===== src/rtl/busy_link_pkg.sv =====
package busy_link_pkg;

  typedef enum logic [1:0] {
    LM_TRIG  = 2'b00,
    LM_AUTO  = 2'b01,
    LM_BURST = 2'b10,
    LM_PARK  = 2'b11
  } link_mode_e;

endpackage


===== src/rtl/busy_link_rst_sync.sv =====
module busy_link_rst_sync #(
  parameter int STAGES = 2
) (
  input  logic clk,
  input  logic rst_n,
  output logic rst_sync_n
);

  logic [STAGES-1:0] chain_q;
  logic [STAGES-1:0] chain_d;

  always_comb begin
    chain_d = {chain_q[STAGES-2:0], 1'b1};
  end

  always_ff @(posedge clk or negedge rst_n) begin
    if (!rst_n) chain_q <= '0;
    else        chain_q <= chain_d;
  end

  assign rst_sync_n = chain_q[STAGES-1];

endmodule


===== src/rtl/busy_link_bit_sync.sv =====
module busy_link_bit_sync #(
  parameter int STAGES = 2
) (
  input  logic clk,
  input  logic rst_n,
  input  logic d_i,
  output logic q_o
);

  logic [STAGES-1:0] stage_q;

  genvar g;
  generate
    for (g = 0; g < STAGES; g++) begin : g_stage
      logic stage_d;
      if (g == 0) begin : g_first
        always_comb stage_d = d_i;
      end else begin : g_rest
        always_comb stage_d = stage_q[g-1];
      end
      always_ff @(posedge clk or negedge rst_n) begin
        if (!rst_n) stage_q[g] <= 1'b0;
        else        stage_q[g] <= stage_d;
      end
    end
  endgenerate

  assign q_o = stage_q[STAGES-1];

endmodule


===== src/rtl/busy_link_toggle_tx.sv =====
module busy_link_toggle_tx #(
  parameter int HALF_PERIOD = 2
) (
  input  logic clk,
  input  logic rst_n,
  input  logic busy_i,
  output logic line_o
);

  localparam int CW = (HALF_PERIOD > 1) ? $clog2(HALF_PERIOD) : 1;
  localparam logic [CW-1:0] LAST = CW'(HALF_PERIOD - 1);

  logic [CW-1:0] cnt_q, cnt_d;
  logic          line_q, line_d;

  always_comb begin
    cnt_d  = cnt_q;
    line_d = line_q;
    if (!busy_i) begin
      cnt_d = '0;
    end else if (cnt_q == LAST) begin
      cnt_d  = '0;
      line_d = ~line_q;
    end else begin
      cnt_d = cnt_q + CW'(1);
    end
  end

  always_ff @(posedge clk or negedge rst_n) begin
    if (!rst_n) begin
      cnt_q  <= '0;
      line_q <= 1'b0;
    end else begin
      cnt_q  <= cnt_d;
      line_q <= line_d;
    end
  end

  assign line_o = line_q;

endmodule


===== src/rtl/busy_link_toggle_rx.sv =====
module busy_link_toggle_rx #(
  parameter int TIMEOUT     = 8,
  parameter int SYNC_STAGES = 2
) (
  input  logic clk,
  input  logic rst_n,
  input  logic line_i,
  output logic busy_o,
  output logic edge_o
);

  localparam int TW = $clog2(TIMEOUT + 1);
  localparam logic [TW-1:0] LIMIT = TW'(TIMEOUT - 1);

  logic          line_s;
  logic          prev_q;
  logic          seen_edge;
  logic          busy_q, busy_d;
  logic [TW-1:0] idle_q, idle_d;

  busy_link_bit_sync #(.STAGES(SYNC_STAGES)) u_sync (
    .clk   (clk),
    .rst_n (rst_n),
    .d_i   (line_i),
    .q_o   (line_s)
  );

  always_comb seen_edge = line_s ^ prev_q;

  always_comb begin
    busy_d = busy_q;
    idle_d = idle_q;
    if (seen_edge) begin
      busy_d = 1'b1;
      idle_d = '0;
    end else if (busy_q) begin
      if (idle_q == LIMIT) begin
        busy_d = 1'b0;
        idle_d = '0;
      end else begin
        idle_d = idle_q + TW'(1);
      end
    end
  end

  always_ff @(posedge clk or negedge rst_n) begin
    if (!rst_n) begin
      prev_q <= 1'b0;
      busy_q <= 1'b0;
      idle_q <= '0;
    end else begin
      prev_q <= line_s;
      busy_q <= busy_d;
      idle_q <= idle_d;
    end
  end

  assign busy_o = busy_q;
  assign edge_o = seen_edge;

endmodule


===== src/rtl/busy_link_ctrl.sv =====
module busy_link_ctrl #(
  parameter int HALF_PERIOD = 2,
  parameter int TIMEOUT     = 8,
  parameter int SYNC_STAGES = 2
) (
  input  logic       clk,
  input  logic       rst_n,
  input  logic [1:0] mode,
  input  logic       busy_local,
  input  logic       trig_in,
  input  logic       fast_in,
  output logic       fast_out,
  output logic       busy_rx
);
  import busy_link_pkg::*;

  logic       rst_sync_n;
  logic       tx_line;
  logic       rx_busy;
  logic       rx_edge;
  logic       enc_busy;
  link_mode_e mode_e;

  always_comb mode_e = link_mode_e'(mode);

  busy_link_rst_sync #(.STAGES(2)) u_rst (
    .clk        (clk),
    .rst_n      (rst_n),
    .rst_sync_n (rst_sync_n)
  );

  always_comb begin
    case (mode_e)
      LM_AUTO:  enc_busy = busy_local;
      LM_BURST: enc_busy = busy_local | rx_busy;
      default:  enc_busy = 1'b0;
    endcase
  end

  busy_link_toggle_tx #(.HALF_PERIOD(HALF_PERIOD)) u_tx (
    .clk    (clk),
    .rst_n  (rst_sync_n),
    .busy_i (enc_busy),
    .line_o (tx_line)
  );

  busy_link_toggle_rx #(.TIMEOUT(TIMEOUT), .SYNC_STAGES(SYNC_STAGES)) u_rx (
    .clk    (clk),
    .rst_n  (rst_sync_n),
    .line_i (fast_in),
    .busy_o (rx_busy),
    .edge_o (rx_edge)
  );

  always_comb begin
    case (mode_e)
      LM_TRIG:  fast_out = trig_in;
      LM_AUTO:  fast_out = tx_line;
      LM_BURST: fast_out = tx_line;
      default:  fast_out = 1'b0;
    endcase
  end

  assign busy_rx = rx_busy;

endmodule


===== config.mk =====
export PLATFORM = sky130hd
export DESIGN_NAME = busy_link_ctrl
export DESIGN_NICKNAME = d
export VERILOG_FILES = /design/src/rtl/busy_link_pkg.sv /design/src/rtl/busy_link_rst_sync.sv /design/src/rtl/busy_link_bit_sync.sv /design/src/rtl/busy_link_toggle_tx.sv /design/src/rtl/busy_link_toggle_rx.sv /design/src/rtl/busy_link_ctrl.sv
export SDC_FILE = /design/constraint.sdc
export NUM_CORES = 1
export LEC_CHECK = 0
export ABC_CLOCK_PERIOD_IN_PS = 800
export BUFFER_PORTS_ARGS = -buffer_cell sky130_fd_sc_hd__buf_2
export CAP_MARGIN = 30
export CORE_AREA = 5 5 42 44
export DETAILED_ROUTE_END_ITERATION = 8
export DIE_AREA = 0 0 47 49
export PLACE_DENSITY = 0.57
export SYNTH_ARGS = -nofsm -noshare
export SYNTH_HDL_FRONTEND = slang
export SYNTH_SLANG_ARGS = --single-unit

===== constraint.sdc =====
create_clock -name clk -period 0.8 [get_ports clk]
set_input_delay 0.04 -clock clk [delete_from_list [all_inputs] [get_ports clk]]
set_output_delay 0.04 -clock clk [all_outputs]
set_load 0.02 [all_outputs]

==> impl_results.md <==
* Layout Area Growth over Synthesis at 51.6%
* Bufs on Longest Clock Path at 2
* GRT overflow at 0
* Via count at between 300 and 400
* Vias in the first global route at between 400 and 500
* Critical path class: reg -> reg
* Via/cell ratio at about 4.5
* First-pass GRT wire length at approximately 1.5 mm
* Syn nets at 54
* Floorplan Core Area at about 1400 um2
* Area of the multi-input gates at between 200 and 250 um2
* Max VDD drop at approximately 1.1 mV
* Area of the die at between 2000 and 2500 um2
* Final hold vios at 0
* WP data arrival at around 1.3 ns
* CTS sink cnt at 12
* Setup violators final at 9
* Fmax achieved at about 890 MHz
* Number of inserted diodes at 0
* PD cells at roughly 1900 nW/um2
* HP Class: in -> async
* Row cnt at 14
* Post-synth top flop: dfrtp_1
* Height of the die at about 49 um
* Bufs and invs on worst path at 0
* CP Data Required Time at 1.00 ns
* GRT Total Usage at 9.38%
* Ranking of synthesized cells by area: dfrtp_1 58%, ha_1 12%, xor2_1 5.1%, nand2_1 2.2%, nor2_1 2.2%
* Initial Utilization at 36.7%
* Synth warn at 0
* HPWL after DPL at 647 um
* Largest net degree at the start of global routing at 11
* FF/Latch Area at 302 um2
* Port bufs at 8
* Setup Skew at between 0.01 and 0.015 ns
* Fin. max-slew vios at 0
* Count leader, synth: dfrtp_1
* Seq/Total Area, Yosys at 58.4%
* CP peak stage delay at 0.41 ns
* Top cells by count, synth: 12 x dfrtp_1, 5 x ha_1, 3 x nand2_1, 3 x nor2_1, 3 x xor2_1
* Worst-path fanout max at 3
* Final WL at approximately 960 um
* Setup_tns at -2.03 ns
* Tcrit/Tclk final at 141%
* Iteration-0 DRC count of the detailed router at 6
* FFs w/ async S/R, synth at 100%
* Clock-pin slew on the worst setup and hold paths at roughly 0.080 ns
* RSZ-0062 raised after global routing: yes
* CTS root buffer: clkbuf_4
* Fillcell total at approximately 130
* Syn Area/Cell at roughly 12 um2
* Post-route cell area at between 700 and 800 um2
* Post-route DRC at 0
* Placed cell area at roughly 660 um2
* Status: finished, violations left
* Number of synthesized flops with an enable pin at 0
* CTS H-tree depth at 1
* Synth top area share at around three fifths
* CP max stage cell: dfrtp_1
* Setup crit end kind: flip-flop
* Synth Register Bits at 12
* Post-Place Setup Slack at -0.308 ns
* Leakage Power at about 0.00038 uW
* Worst path cell trace: ha_2, or3_1, a21oi_2
* Gpl congestion at 0.719
* Die X at ~47 um
* Initial antenna violation count at 0
* Period minus WS final at 1.13 ns
* Worst skew pair latency at 0.27 ns
* CP startpoint kind: flip-flop
* Max-cap violations at 0
* Crit path max-delay family: flip-flops
* Final net count at 84
* Violated checks: negative setup slack
* Cell Area, Synth at 514 um2
* IO Count at 9
* TritonCTS clock tree: built
* Final worst setup slack at -0.329 ns
* Synth area leader: dfrtp_1
* Num CTS Buffers at 3
* Yosys cell types at 20
* DR pass1 iterations at 4
* Drt wl/cell at between 10 and 15 um
* Share of post-route cells with drive strength above 1 at ~48%
* Cells after Synth at 42
* Antenna Nets Post-Route at 0
[sequential cells by signal (all words and copies together) (netlist names)]
register / cells
u_rx.prev_q: 1
u_tx.cnt_q: 1
u_rx.u_sync.q_o: 1
u_tx.line_o: 1
u_rx.busy_o: 1
u_rx.idle_q: 4
u_rx.u_sync.g_stage.stage_d: 1
u_rst.chain_q: 2
[power breakdown]
| group | switching [uW] | internal, uW |
|---|---|---|
| Sequential | 51.1 | 677 |
| Clock | 184 | 192 |
| Combinational | 149 | 239 |
[repair_timing]
action / CTS / global route
endpoints found under the hold margin: 3 / 0
resized for setup: 7 / 3
buffers inserted: 3 / 2
endpoints found under the setup margin: 9 / 9
hold buffers: 2 / 0
pin swaps: 3 / 2
[stage by stage]
stage | hold slack (ns) | util, % | power, uW | cells
4_1_cts | 0.0787 | 53.8 | 1450 | 85
3_5_place_dp | -0.174 | 47.1 | 983 | 76
6_report | 0.0913 | 55.6 | 1490 | 87
3_3_place_gp | -0.174 | 47.1 | 979 | 76
5_1_grt | 0.0880 | 55.6 | 1600 | 87
2_1_floorplan | -0.256 | - | 867 | 42
[path summary, 6_finish.rpt]
check                      cells past startpoint                to  slack, ns              from
setup / recovery                               3    u_rx.idle_q[3]      -0.33    u_rx.idle_q[0]
hold / removal                                 2  u_rst.chain_q[0]       0.09             rst_n
setup reg to reg                               3    u_rx.idle_q[3]      -0.33    u_rx.idle_q[0]
hold reg to reg                                0       u_rx.prev_q       0.15  u_rst.chain_q[1]
max in group asynchronous                      0       u_rx.busy_o       0.36  u_rst.chain_q[1]
min in group clk                               4        u_tx.cnt_q       0.17        busy_local
[cell type report]
cell class,count,share of cell area (%)
clock buffer,4,3.37
multi-input combinational,28,29.7
timing repair buffer,25,24.7
tap,16,2.57
inverter,2,0.963
sequential,12,38.7
[logic make-up (layout without fill, tap and decap cells)]
logic type	after synthesis	in the layout	share of synthesized area (%)
DFF	12	12	58.4
and+or+nand+nor	11	11	10.7
AOI/OAI and AO/OA	7	7	9.49
adders and majority gates	5	5	12.2
xor gates and xnor gates	3	3	5.11
buffers and inverters	2	31	1.46
other	1	1	0.729
muxes	1	1	1.95
[routing by layer]
metal	wire [um]	vias up	global-route usage, %
met1	417	185	12.1
met3	55	0	3.32
met2	483	8	13.1
met4	0	0	5.53
met5	0	-	0
li1	-	199	-
[cell usage in the layout, fill, tap and decap left out, drive strengths merged]
cell type,count
a21boi,1
a21oi,2
a22oi,1
buf,23
clkbuf,4
conb,1
dfrtp,12
dlygate4sd3,2
ha,5
inv,2
mux2i,1
nand2,3
nand2b,1
nand3,1
nand4,1
nor2,3
o211ai,1
o21ai,1
o31ai,1
or3,1
or3b,1
xor2,3
[worst register-to-register path, stage by stage (launching register included)]
cell and delay, ns:
dfrtp_1 0.41, ha_2 0.19, or3_1 0.35, a21oi_2 0.12
(Power assumes the default switching activity.)
